### config.mk
export PLATFORM = sky130hd
export DESIGN_NAME = dm_cache
export DESIGN_NICKNAME = d
export VERILOG_FILES = /design/src/rtl/dmc_pkg.sv /design/src/rtl/dmc_addr_split.sv /design/src/rtl/dmc_line_store.sv /design/src/rtl/dmc_ctrl.sv /design/src/rtl/dm_cache.sv
export SDC_FILE = /design/constraint.sdc
export NUM_CORES = 2
export LEC_CHECK = 0
export ABC_AREA = 1
export ABC_CLOCK_PERIOD_IN_PS = 3550
export BUFFER_PORTS_ARGS = -buffer_cell sky130_fd_sc_hd__clkbuf_2
export CAP_MARGIN = 20
export CORE_MARGIN = 3
export CORE_UTILIZATION = 35
export CTS_CLUSTER_SIZE = 28
export DETAILED_ROUTE_END_ITERATION = 7
export MAX_ROUTING_LAYER = met4
export PLACE_DENSITY = 0.5
export SLEW_MARGIN = 20
export SYNTH_ARGS = -nofsm -noshare
export SYNTH_HDL_FRONTEND = slang
export SYNTH_SLANG_ARGS = --single-unit
### constraint.sdc
create_clock -name clk -period 3.55 [get_ports clk]
set_input_delay 1.065 -clock clk [delete_from_list [all_inputs] [get_ports clk]]
set_output_delay 1.065 -clock clk [all_outputs]
set_load 0.02 [all_outputs]
### src/rtl/dmc_pkg.sv
package dmc_pkg;
  typedef enum logic [1:0] {
    ST_IDLE   = 2'd0,
    ST_LOOKUP = 2'd1,
    ST_FLUSH  = 2'd2,
    ST_FILL   = 2'd3
  } dmc_state_e;
endpackage

### src/rtl/dmc_addr_split.sv
module dmc_addr_split #(
  parameter int ADDR_W     = 32,
  parameter int WORD_W     = 32,
  parameter int LINE_WORDS = 4,
  parameter int NUM_LINES  = 8
) (
  input  logic [ADDR_W-1:0]                                   addr,
  input  logic [ADDR_W-$clog2(NUM_LINES)-$clog2(LINE_WORDS*WORD_W/8)-1:0] unused_tie,
  output logic [ADDR_W-$clog2(NUM_LINES)-$clog2(LINE_WORDS*WORD_W/8)-1:0] tag,
  output logic [$clog2(NUM_LINES)-1:0]                        idx,
  output logic [$clog2(LINE_WORDS)-1:0]                       wsel,
  output logic [ADDR_W-1:0]                                   blk_base
);
  localparam int BYTE_W = $clog2(WORD_W/8);
  localparam int WSEL_W = $clog2(LINE_WORDS);
  localparam int OFF_W  = BYTE_W + WSEL_W;
  localparam int IDX_W  = $clog2(NUM_LINES);

  logic unused_ok;
  assign unused_ok = ^{unused_tie, addr[BYTE_W-1:0]};
  assign wsel      = addr[BYTE_W +: WSEL_W];
  assign idx       = addr[OFF_W +: IDX_W];
  assign tag       = addr[ADDR_W-1 : OFF_W+IDX_W];
  assign blk_base  = {addr[ADDR_W-1:OFF_W], {OFF_W{1'b0}}};
endmodule

### src/rtl/dmc_line_store.sv
module dmc_line_store #(
  parameter int ADDR_W     = 32,
  parameter int WORD_W     = 32,
  parameter int LINE_WORDS = 4,
  parameter int NUM_LINES  = 8
) (
  input  logic                          clk,
  input  logic                          rst,
  input  logic [$clog2(NUM_LINES)-1:0]  idx,
  output logic [ADDR_W-$clog2(NUM_LINES)-$clog2(LINE_WORDS*WORD_W/8)-1:0] rd_tag,
  output logic                          rd_valid,
  output logic                          rd_dirty,
  output logic [WORD_W*LINE_WORDS-1:0]  rd_line,
  input  logic                          dw_en,
  input  logic [LINE_WORDS-1:0]         dw_mask,
  input  logic [WORD_W*LINE_WORDS-1:0]  dw_line,
  input  logic                          mw_en,
  input  logic [ADDR_W-$clog2(NUM_LINES)-$clog2(LINE_WORDS*WORD_W/8)-1:0] mw_tag,
  input  logic                          mw_dirty
);
  localparam int IDX_W  = $clog2(NUM_LINES);
  localparam int TAG_W  = ADDR_W - IDX_W - $clog2(LINE_WORDS*WORD_W/8);
  localparam int LINE_W = WORD_W * LINE_WORDS;

  logic [LINE_W-1:0]    data_mem [NUM_LINES];
  logic [TAG_W-1:0]     tag_mem  [NUM_LINES];
  logic [NUM_LINES-1:0] vld, drt;

  // data array: write-only clocked process, no reset, so it maps to RAM
  always_ff @(posedge clk) begin
    if (dw_en) begin
      for (int w = 0; w < LINE_WORDS; w++) begin
        if (dw_mask[w]) data_mem[idx][w*WORD_W +: WORD_W] <= dw_line[w*WORD_W +: WORD_W];
      end
    end
  end

  always_ff @(posedge clk) begin
    if (mw_en) tag_mem[idx] <= mw_tag;
  end

  always_ff @(posedge clk) begin
    if (rst) begin
      vld <= '0;
      drt <= '0;
    end else if (mw_en) begin
      vld[idx] <= 1'b1;
      drt[idx] <= mw_dirty;
    end
  end

  assign rd_line  = data_mem[idx];
  assign rd_tag   = tag_mem[idx];
  assign rd_valid = vld[idx];
  assign rd_dirty = drt[idx];


  dirty_subset_chk: assert property (@(posedge clk) disable iff (rst)
    (drt & ~vld) == '0);
endmodule

### src/rtl/dmc_ctrl.sv
module dmc_ctrl
  import dmc_pkg::*;
#(
  parameter int ADDR_W     = 32,
  parameter int WORD_W     = 32,
  parameter int LINE_WORDS = 4,
  parameter int NUM_LINES  = 8,
  parameter bit WRITE_BACK = 1'b1
) (
  input  logic                          clk,
  input  logic                          rst,
  input  logic                          cpu_valid,
  input  logic                          cpu_we,
  input  logic [ADDR_W-1:0]             cpu_addr,
  input  logic [WORD_W-1:0]             cpu_wdata,
  output logic                          cpu_ready,
  output logic [WORD_W-1:0]             cpu_rdata,
  output logic                          mem_req,
  output logic                          mem_we,
  output logic [ADDR_W-1:0]             mem_addr,
  output logic [WORD_W*LINE_WORDS-1:0]  mem_wdata,
  output logic [LINE_WORDS-1:0]         mem_wstrb,
  input  logic                          mem_ack,
  input  logic [WORD_W*LINE_WORDS-1:0]  mem_rdata,
  output logic [$clog2(NUM_LINES)-1:0]  st_idx,
  input  logic [ADDR_W-$clog2(NUM_LINES)-$clog2(LINE_WORDS*WORD_W/8)-1:0] rd_tag,
  input  logic                          rd_valid,
  input  logic                          rd_dirty,
  input  logic [WORD_W*LINE_WORDS-1:0]  rd_line,
  output logic                          dw_en,
  output logic [LINE_WORDS-1:0]         dw_mask,
  output logic [WORD_W*LINE_WORDS-1:0]  dw_line,
  output logic                          mw_en,
  output logic [ADDR_W-$clog2(NUM_LINES)-$clog2(LINE_WORDS*WORD_W/8)-1:0] mw_tag,
  output logic                          mw_dirty
);
  localparam int IDX_W  = $clog2(NUM_LINES);
  localparam int WSEL_W = $clog2(LINE_WORDS);
  localparam int OFF_W  = $clog2(LINE_WORDS*WORD_W/8);
  localparam int TAG_W  = ADDR_W - IDX_W - OFF_W;
  localparam int LINE_W = WORD_W * LINE_WORDS;

  dmc_state_e         st;
  logic [ADDR_W-1:0]  q_addr;
  logic               q_we;
  logic [WORD_W-1:0]  q_wdata;
  logic               flush_word;

  logic [TAG_W-1:0]   q_tag;
  logic [IDX_W-1:0]   q_idx;
  logic [WSEL_W-1:0]  q_wsel;
  logic [ADDR_W-1:0]  q_blk;
  logic               hit;
  logic [WORD_W-1:0]  hit_word;

  dmc_addr_split #(
    .ADDR_W(ADDR_W), .WORD_W(WORD_W), .LINE_WORDS(LINE_WORDS), .NUM_LINES(NUM_LINES)
  ) u_split (
    .addr(q_addr), .unused_tie('0), .tag(q_tag), .idx(q_idx), .wsel(q_wsel), .blk_base(q_blk)
  );

  assign st_idx   = q_idx;
  assign hit      = rd_valid && (rd_tag == q_tag);
  assign hit_word = rd_line[q_wsel*WORD_W +: WORD_W];

  // store write controls
  always_comb begin
    dw_en    = 1'b0;
    dw_mask  = '0;
    dw_line  = '0;
    mw_en    = 1'b0;
    mw_tag   = q_tag;
    mw_dirty = 1'b0;
    if (st == ST_LOOKUP && hit && q_we) begin
      dw_en   = 1'b1;
      dw_mask = LINE_WORDS'(1) << q_wsel;
      dw_line = {LINE_WORDS{q_wdata}};
      if (WRITE_BACK) begin
        mw_en    = 1'b1;
        mw_dirty = 1'b1;
      end
    end else if (st == ST_FILL && mem_ack) begin
      dw_en   = 1'b1;
      dw_mask = '1;
      dw_line = mem_rdata;
      mw_en   = 1'b1;
    end
  end

  always_ff @(posedge clk) begin
    if (rst) begin
      st         <= ST_IDLE;
      q_addr     <= '0;
      q_we       <= 1'b0;
      q_wdata    <= '0;
      flush_word <= 1'b0;
      cpu_ready  <= 1'b0;
      cpu_rdata  <= '0;
      mem_req    <= 1'b0;
      mem_we     <= 1'b0;
      mem_addr   <= '0;
      mem_wdata  <= '0;
      mem_wstrb  <= '0;
    end else begin
      cpu_ready <= 1'b0;
      unique case (st)
        ST_IDLE: if (cpu_valid) begin
          q_addr  <= cpu_addr;
          q_we    <= cpu_we;
          q_wdata <= cpu_wdata;
          st      <= ST_LOOKUP;
        end
        ST_LOOKUP: begin
          if (q_we && !WRITE_BACK) begin
            // write-through: single-word write on hit and on miss alike
            mem_req    <= 1'b1;
            mem_we     <= 1'b1;
            mem_addr   <= q_blk;
            mem_wdata  <= {LINE_WORDS{q_wdata}};
            mem_wstrb  <= LINE_WORDS'(1) << q_wsel;
            flush_word <= 1'b1;
            st         <= ST_FLUSH;
          end else if (hit) begin
            if (!q_we) cpu_rdata <= hit_word;
            cpu_ready <= 1'b1;
            st        <= ST_IDLE;
          end else if (WRITE_BACK && rd_valid && rd_dirty) begin
            mem_req    <= 1'b1;
            mem_we     <= 1'b1;
            mem_addr   <= {rd_tag, q_idx, {OFF_W{1'b0}}};
            mem_wdata  <= rd_line;
            mem_wstrb  <= '1;
            flush_word <= 1'b0;
            st         <= ST_FLUSH;
          end else begin
            mem_req  <= 1'b1;
            mem_we   <= 1'b0;
            mem_addr <= q_blk;
            st       <= ST_FILL;
          end
        end
        ST_FLUSH: if (mem_ack) begin
          if (flush_word) begin
            mem_req   <= 1'b0;
            mem_we    <= 1'b0;
            cpu_ready <= 1'b1;
            st        <= ST_IDLE;
          end else begin
            mem_we   <= 1'b0;
            mem_addr <= q_blk;
            st       <= ST_FILL;
          end
        end
        ST_FILL: if (mem_ack) begin
          mem_req <= 1'b0;
          st      <= ST_LOOKUP;
        end
        default: st <= ST_IDLE;
      endcase
    end
  end


  reset_out_chk: assert property (@(posedge clk) disable iff (rst)
    $past(rst) |-> (!cpu_ready && !mem_req));

  req_hold_chk: assert property (@(posedge clk) disable iff (rst)
    (mem_req && !mem_ack) |=> (mem_req && $stable(mem_addr) && $stable(mem_we)));

  ready_pulse_chk: assert property (@(posedge clk) disable iff (rst)
    cpu_ready |=> !cpu_ready);

  ready_quiet_chk: assert property (@(posedge clk) disable iff (rst)
    cpu_ready |-> !mem_req);

  generate
    if (WRITE_BACK) begin : g_wb_chk

      full_strobe_chk: assert property (@(posedge clk) disable iff (rst)
        (mem_req && mem_we) |-> (mem_wstrb == '1));
    end else begin : g_wt_chk

      single_word_chk: assert property (@(posedge clk) disable iff (rst)
        (mem_req && mem_we) |-> ($countones(mem_wstrb) == 1));
    end
  endgenerate
endmodule

### src/rtl/dm_cache.sv
module dm_cache #(
  parameter int ADDR_W     = 32,
  parameter int WORD_W     = 32,
  parameter int LINE_WORDS = 4,
  parameter int NUM_LINES  = 8,
  parameter bit WRITE_BACK = 1'b1
) (
  input  logic                          clk,
  input  logic                          rst,
  input  logic                          cpu_valid,
  input  logic                          cpu_we,
  input  logic [ADDR_W-1:0]             cpu_addr,
  input  logic [WORD_W-1:0]             cpu_wdata,
  output logic                          cpu_ready,
  output logic [WORD_W-1:0]             cpu_rdata,
  output logic                          mem_req,
  output logic                          mem_we,
  output logic [ADDR_W-1:0]             mem_addr,
  output logic [WORD_W*LINE_WORDS-1:0]  mem_wdata,
  output logic [LINE_WORDS-1:0]         mem_wstrb,
  input  logic                          mem_ack,
  input  logic [WORD_W*LINE_WORDS-1:0]  mem_rdata
);
  localparam int IDX_W  = $clog2(NUM_LINES);
  localparam int TAG_W  = ADDR_W - IDX_W - $clog2(LINE_WORDS*WORD_W/8);
  localparam int LINE_W = WORD_W * LINE_WORDS;

  logic [IDX_W-1:0]      st_idx;
  logic [TAG_W-1:0]      rd_tag, mw_tag;
  logic                  rd_valid, rd_dirty, dw_en, mw_en, mw_dirty;
  logic [LINE_W-1:0]     rd_line, dw_line;
  logic [LINE_WORDS-1:0] dw_mask;

  dmc_ctrl #(
    .ADDR_W(ADDR_W), .WORD_W(WORD_W), .LINE_WORDS(LINE_WORDS),
    .NUM_LINES(NUM_LINES), .WRITE_BACK(WRITE_BACK)
  ) u_ctrl (
    .clk(clk), .rst(rst),
    .cpu_valid(cpu_valid), .cpu_we(cpu_we), .cpu_addr(cpu_addr), .cpu_wdata(cpu_wdata),
    .cpu_ready(cpu_ready), .cpu_rdata(cpu_rdata),
    .mem_req(mem_req), .mem_we(mem_we), .mem_addr(mem_addr), .mem_wdata(mem_wdata),
    .mem_wstrb(mem_wstrb), .mem_ack(mem_ack), .mem_rdata(mem_rdata),
    .st_idx(st_idx), .rd_tag(rd_tag), .rd_valid(rd_valid), .rd_dirty(rd_dirty),
    .rd_line(rd_line), .dw_en(dw_en), .dw_mask(dw_mask), .dw_line(dw_line),
    .mw_en(mw_en), .mw_tag(mw_tag), .mw_dirty(mw_dirty)
  );

  dmc_line_store #(
    .ADDR_W(ADDR_W), .WORD_W(WORD_W), .LINE_WORDS(LINE_WORDS), .NUM_LINES(NUM_LINES)
  ) u_store (
    .clk(clk), .rst(rst), .idx(st_idx),
    .rd_tag(rd_tag), .rd_valid(rd_valid), .rd_dirty(rd_dirty), .rd_line(rd_line),
    .dw_en(dw_en), .dw_mask(dw_mask), .dw_line(dw_line),
    .mw_en(mw_en), .mw_tag(mw_tag), .mw_dirty(mw_dirty)
  );
endmodule

==> results.yml <==
power:
  p_per_area_nw_per_um2: 575
  finalPower_mw: 42.7
  leakagePower_nw: 29.9
  peakVddDrop_mv: 0.562
synth:
  synth_edf_count: 1224
  synth.distinct_cells: 32
  synth_area_leader_cell: "edfxtp_1"
  yosys_warnings: 0
  seq_area_frac_synth: 0.701
  syn_avg_cell_area_um2: 11.0
  synthTopCellsByArea: "edfxtp_1 (61%), dfxtp_1 (9.2%), o21ai_0 (6.1%)"
  netlist_instances: 5494
  synthMostInstantiatedCell: "edfxtp_1"
  async_reset_ff_frac: 0
  synth_flop_cell: "edfxtp_1"
  synth-seq-cells: 1500
  syn_area_um2: 60300
  yosysTopAreaCellShare: 0.609
  ys_top_cells_by_count: "edfxtp_1 (1224), nand2_1 (884), nor2_1 (812)"
drt:
  dr_total_vias: 44500
  antenna_left: 0
  post-route-drc-count: 0
  drt_iter0_drc: 4207
  first_pass_iters: 6
  wl_per_cell_um: 26.0
  wirelength_mm: 221
  viasPerCell: 5.24
grt:
  overflow: 0
  antenna_found_initial: 7
  grt.total_usage: 0.249
  grt_pass1_wl_mm: 309
  grt_pass1_vias: 41500
  grt_max_degree: 193
job:
  max_cap_violations: 0
clocking:
  clk_latency_ps: 810
  cts_max_path_buffers: 3
  cts.sinks: 1500
  cts.clk_slew.worst_paths_ps: 60
  cts_buffers: 163
  cts_root_buf: "clkbuf_16"
  ctsHtreeMaxLevel: 4
  cts_tree: "done"
  hold_buffers: 0
timing:
  maxSlewViolCount: 0
  max_freq_mhz: 294
  holdWs_ps: 444
  setup_viol: 0
  tightest_slew_ps: 1070
  period_needed_ps: 3400
  hold_violations: 0
  skew_ps: 38.2
  fin_crit_sh: 0.957
  fin_tns_setup_ps: 0
  relSlewSlack: 0.280
  rsz0062_at_grt: "false"
placed_design:
  placed_area_um2: 68600
  gp_congestion: 0.883
  port_buffers: 389
  dp_hpwl_mm: 144
  dp.cells: 8168
layout:
  final_area_um2: 74200
  layout-drive-gt1-share: 0.188
  multi_input_area_um2: 15900
  layout.cells.non_filler: 8486
  seq_area_um2: 42300
  nets: 6252
  area_delta_synth_final_pct: 23.1
  n_fill_cell: 16200
worst_setup_path:
  endpoint_kind: "register"
  ff2ff_path_depth: 21
  slowest_delay_ps: 470
  cp.required_ps: 4200
  crit_chain: "buf_4 -> clkbuf_16 -> nor2_1 -> nor2_1 -> o21ai_0 -> nand3_1 -> nand2_1 -> nand2_1 -> nand2_1 -> nor2_1 -> nand2_1 -> nor2_4 -> nand4_1 -> buf_4 -> buf_4 -> clkinv_1 -> buf_12 -> nand2_1 -> buf_12 -> nand2_1 -> buf_12"
  rrSetupSlack_ps: 150
  cpMaxStageDelayCell: "dfxtp_4"
  cp_data_arrival_time_ps: 4050
  r2r_end: "u_store.data_mem[2][84]"
  critPathLaunchType: "register"
  crit_top_cell: "nand2_1"
  crit_fanout: 26
  critical_path_class: "reg -> reg"
worst_hold_path:
  min_to: "u_ctrl.mem_wdata[50]"
  min-delay-start: "u_ctrl.mem_wdata[50]"
  min_path_type: "reg -> reg"
  hold_depth: 2
floorplanning:
  die_y_um: 421
  num_rows: 151
  die-area_um2: 177000
  initial_core_util: 0.354
  die_width_um: 421
  ios: 396
  core_um2: 170000
status:
  run_status: "completed"
==> repair_timing <==
action | in CTS | in global routing
gates cloned | 0 | 2
setup buffers | 3 | 7
resized for setup | 0 | 63
pin swaps | 2 | 0
endpoints found under the setup margin | 78 | 1695
==> stage by stage <==
stage                     utilization  setup slack [ps]
final                           0.436               152
after floorplan                     -              -214
after global placement          0.403             -92.2
after CTS                       0.434              82.0
after global routing            0.436              4.74
after detailed placement        0.403             -64.4
==> cells by family after synthesis <==
kind of cell | after synthesis | synth area share
and+or+nand+nor | 2043 | 0.137
DFF | 1500 | 0.701
AOI/OAI and AO/OA | 1310 | 0.118
buffers and inverters | 635 | 0.0435
adders and majority gates | 5 | 0.00104
other | 1 | 0.0000622
==> critical path, delay by kind of cell, from the launching register on <==
kind,cells,cell delay [ps]
AOI/OAI and AO/OA,1,90
DFF,1,470
buffers and inverters,8,1330
and+or+nand+nor,12,1280
==> power breakdown <==
part,switching [mW],internal [mW]
sequential,0.238,19.1
combinational,4.50,2.20
clock,6.91,9.69
total,11.7,31.0
==> routing by layer <==
metal / vias to the layer above / track usage / wire, um
li1: 20400 / - / -
met1: 22200 / 0.298 / 87200
met2: 1493 / 0.405 / 107000
met3: 424 / 0.0356 / 12100
met4: 0 / 0.139 / 13900
met5: - / - / 0
==> how the worst max path moves through the flow <==
stage | from | to | slack [ps]
3_5_place_dp | register | u_store.data_mem[5][119] | -60
4_1_cts | register | u_store.data_mem[4][90] | 80
5_1_grt | register | u_store.data_mem[6][64] | 5
2_1_floorplan | register | u_store.data_mem[4][0] | -210
6_report | register | u_store.data_mem[2][84] | 150
3_3_place_gp | register | u_store.data_mem[5][119] | -90
==> cell type report <==
type | count | share of cell area
sequential | 1500 | 0.570
multi-input combinational | 3362 | 0.214
timing repair buffer | 765 | 0.0940
clock buffer | 225 | 0.0614
tap | 2295 | 0.0387
inverter | 258 | 0.0134
clock inverter | 74 | 0.00897
antenna | 7 | 0.000236
==> registers in the layout (all words and copies together) (netlist names), named ones only <==
signal and flops:
u_ctrl.cpu_rdata 32, u_store.drt 8, u_ctrl.st 2, u_ctrl.mem_req 1, u_ctrl.q_wdata 32, u_ctrl.mem_addr 28, u_store.data_mem 1024, u_store.tag_mem 200
u_ctrl.mem_wstrb 1, u_ctrl.cpu_ready 1, u_ctrl.q_we 1, u_ctrl.q_addr 30, u_ctrl.mem_wdata 128, u_ctrl.mem_we 1, u_store.vld 8
==> placed cells by master, fill, tap and decap left out, types with 43 or more instances in the layout <==
cell | synthesis | layout
a21oi_1 | 205 | 205
buf_12 | 0 | 169
buf_4 | 25 | 199
clkbuf_1 | 251 | 43
clkbuf_16 | 0 | 170
clkbuf_2 | 0 | 388
dfxtp_1 | 276 | 273
edfxtp_1 | 1224 | 1224
inv_1 | 246 | 242
nand2_1 | 884 | 835
nand2_2 | 1 | 48
nand3_1 | 255 | 252
nor2_1 | 812 | 776
o21ai_0 | 740 | 739
o21ai_1 | 75 | 76
o221ai_1 | 62 | 62
o22ai_1 | 191 | 191
or2_2 | 62 | 62
Note: power is estimated with default switching activity, not from simulation.
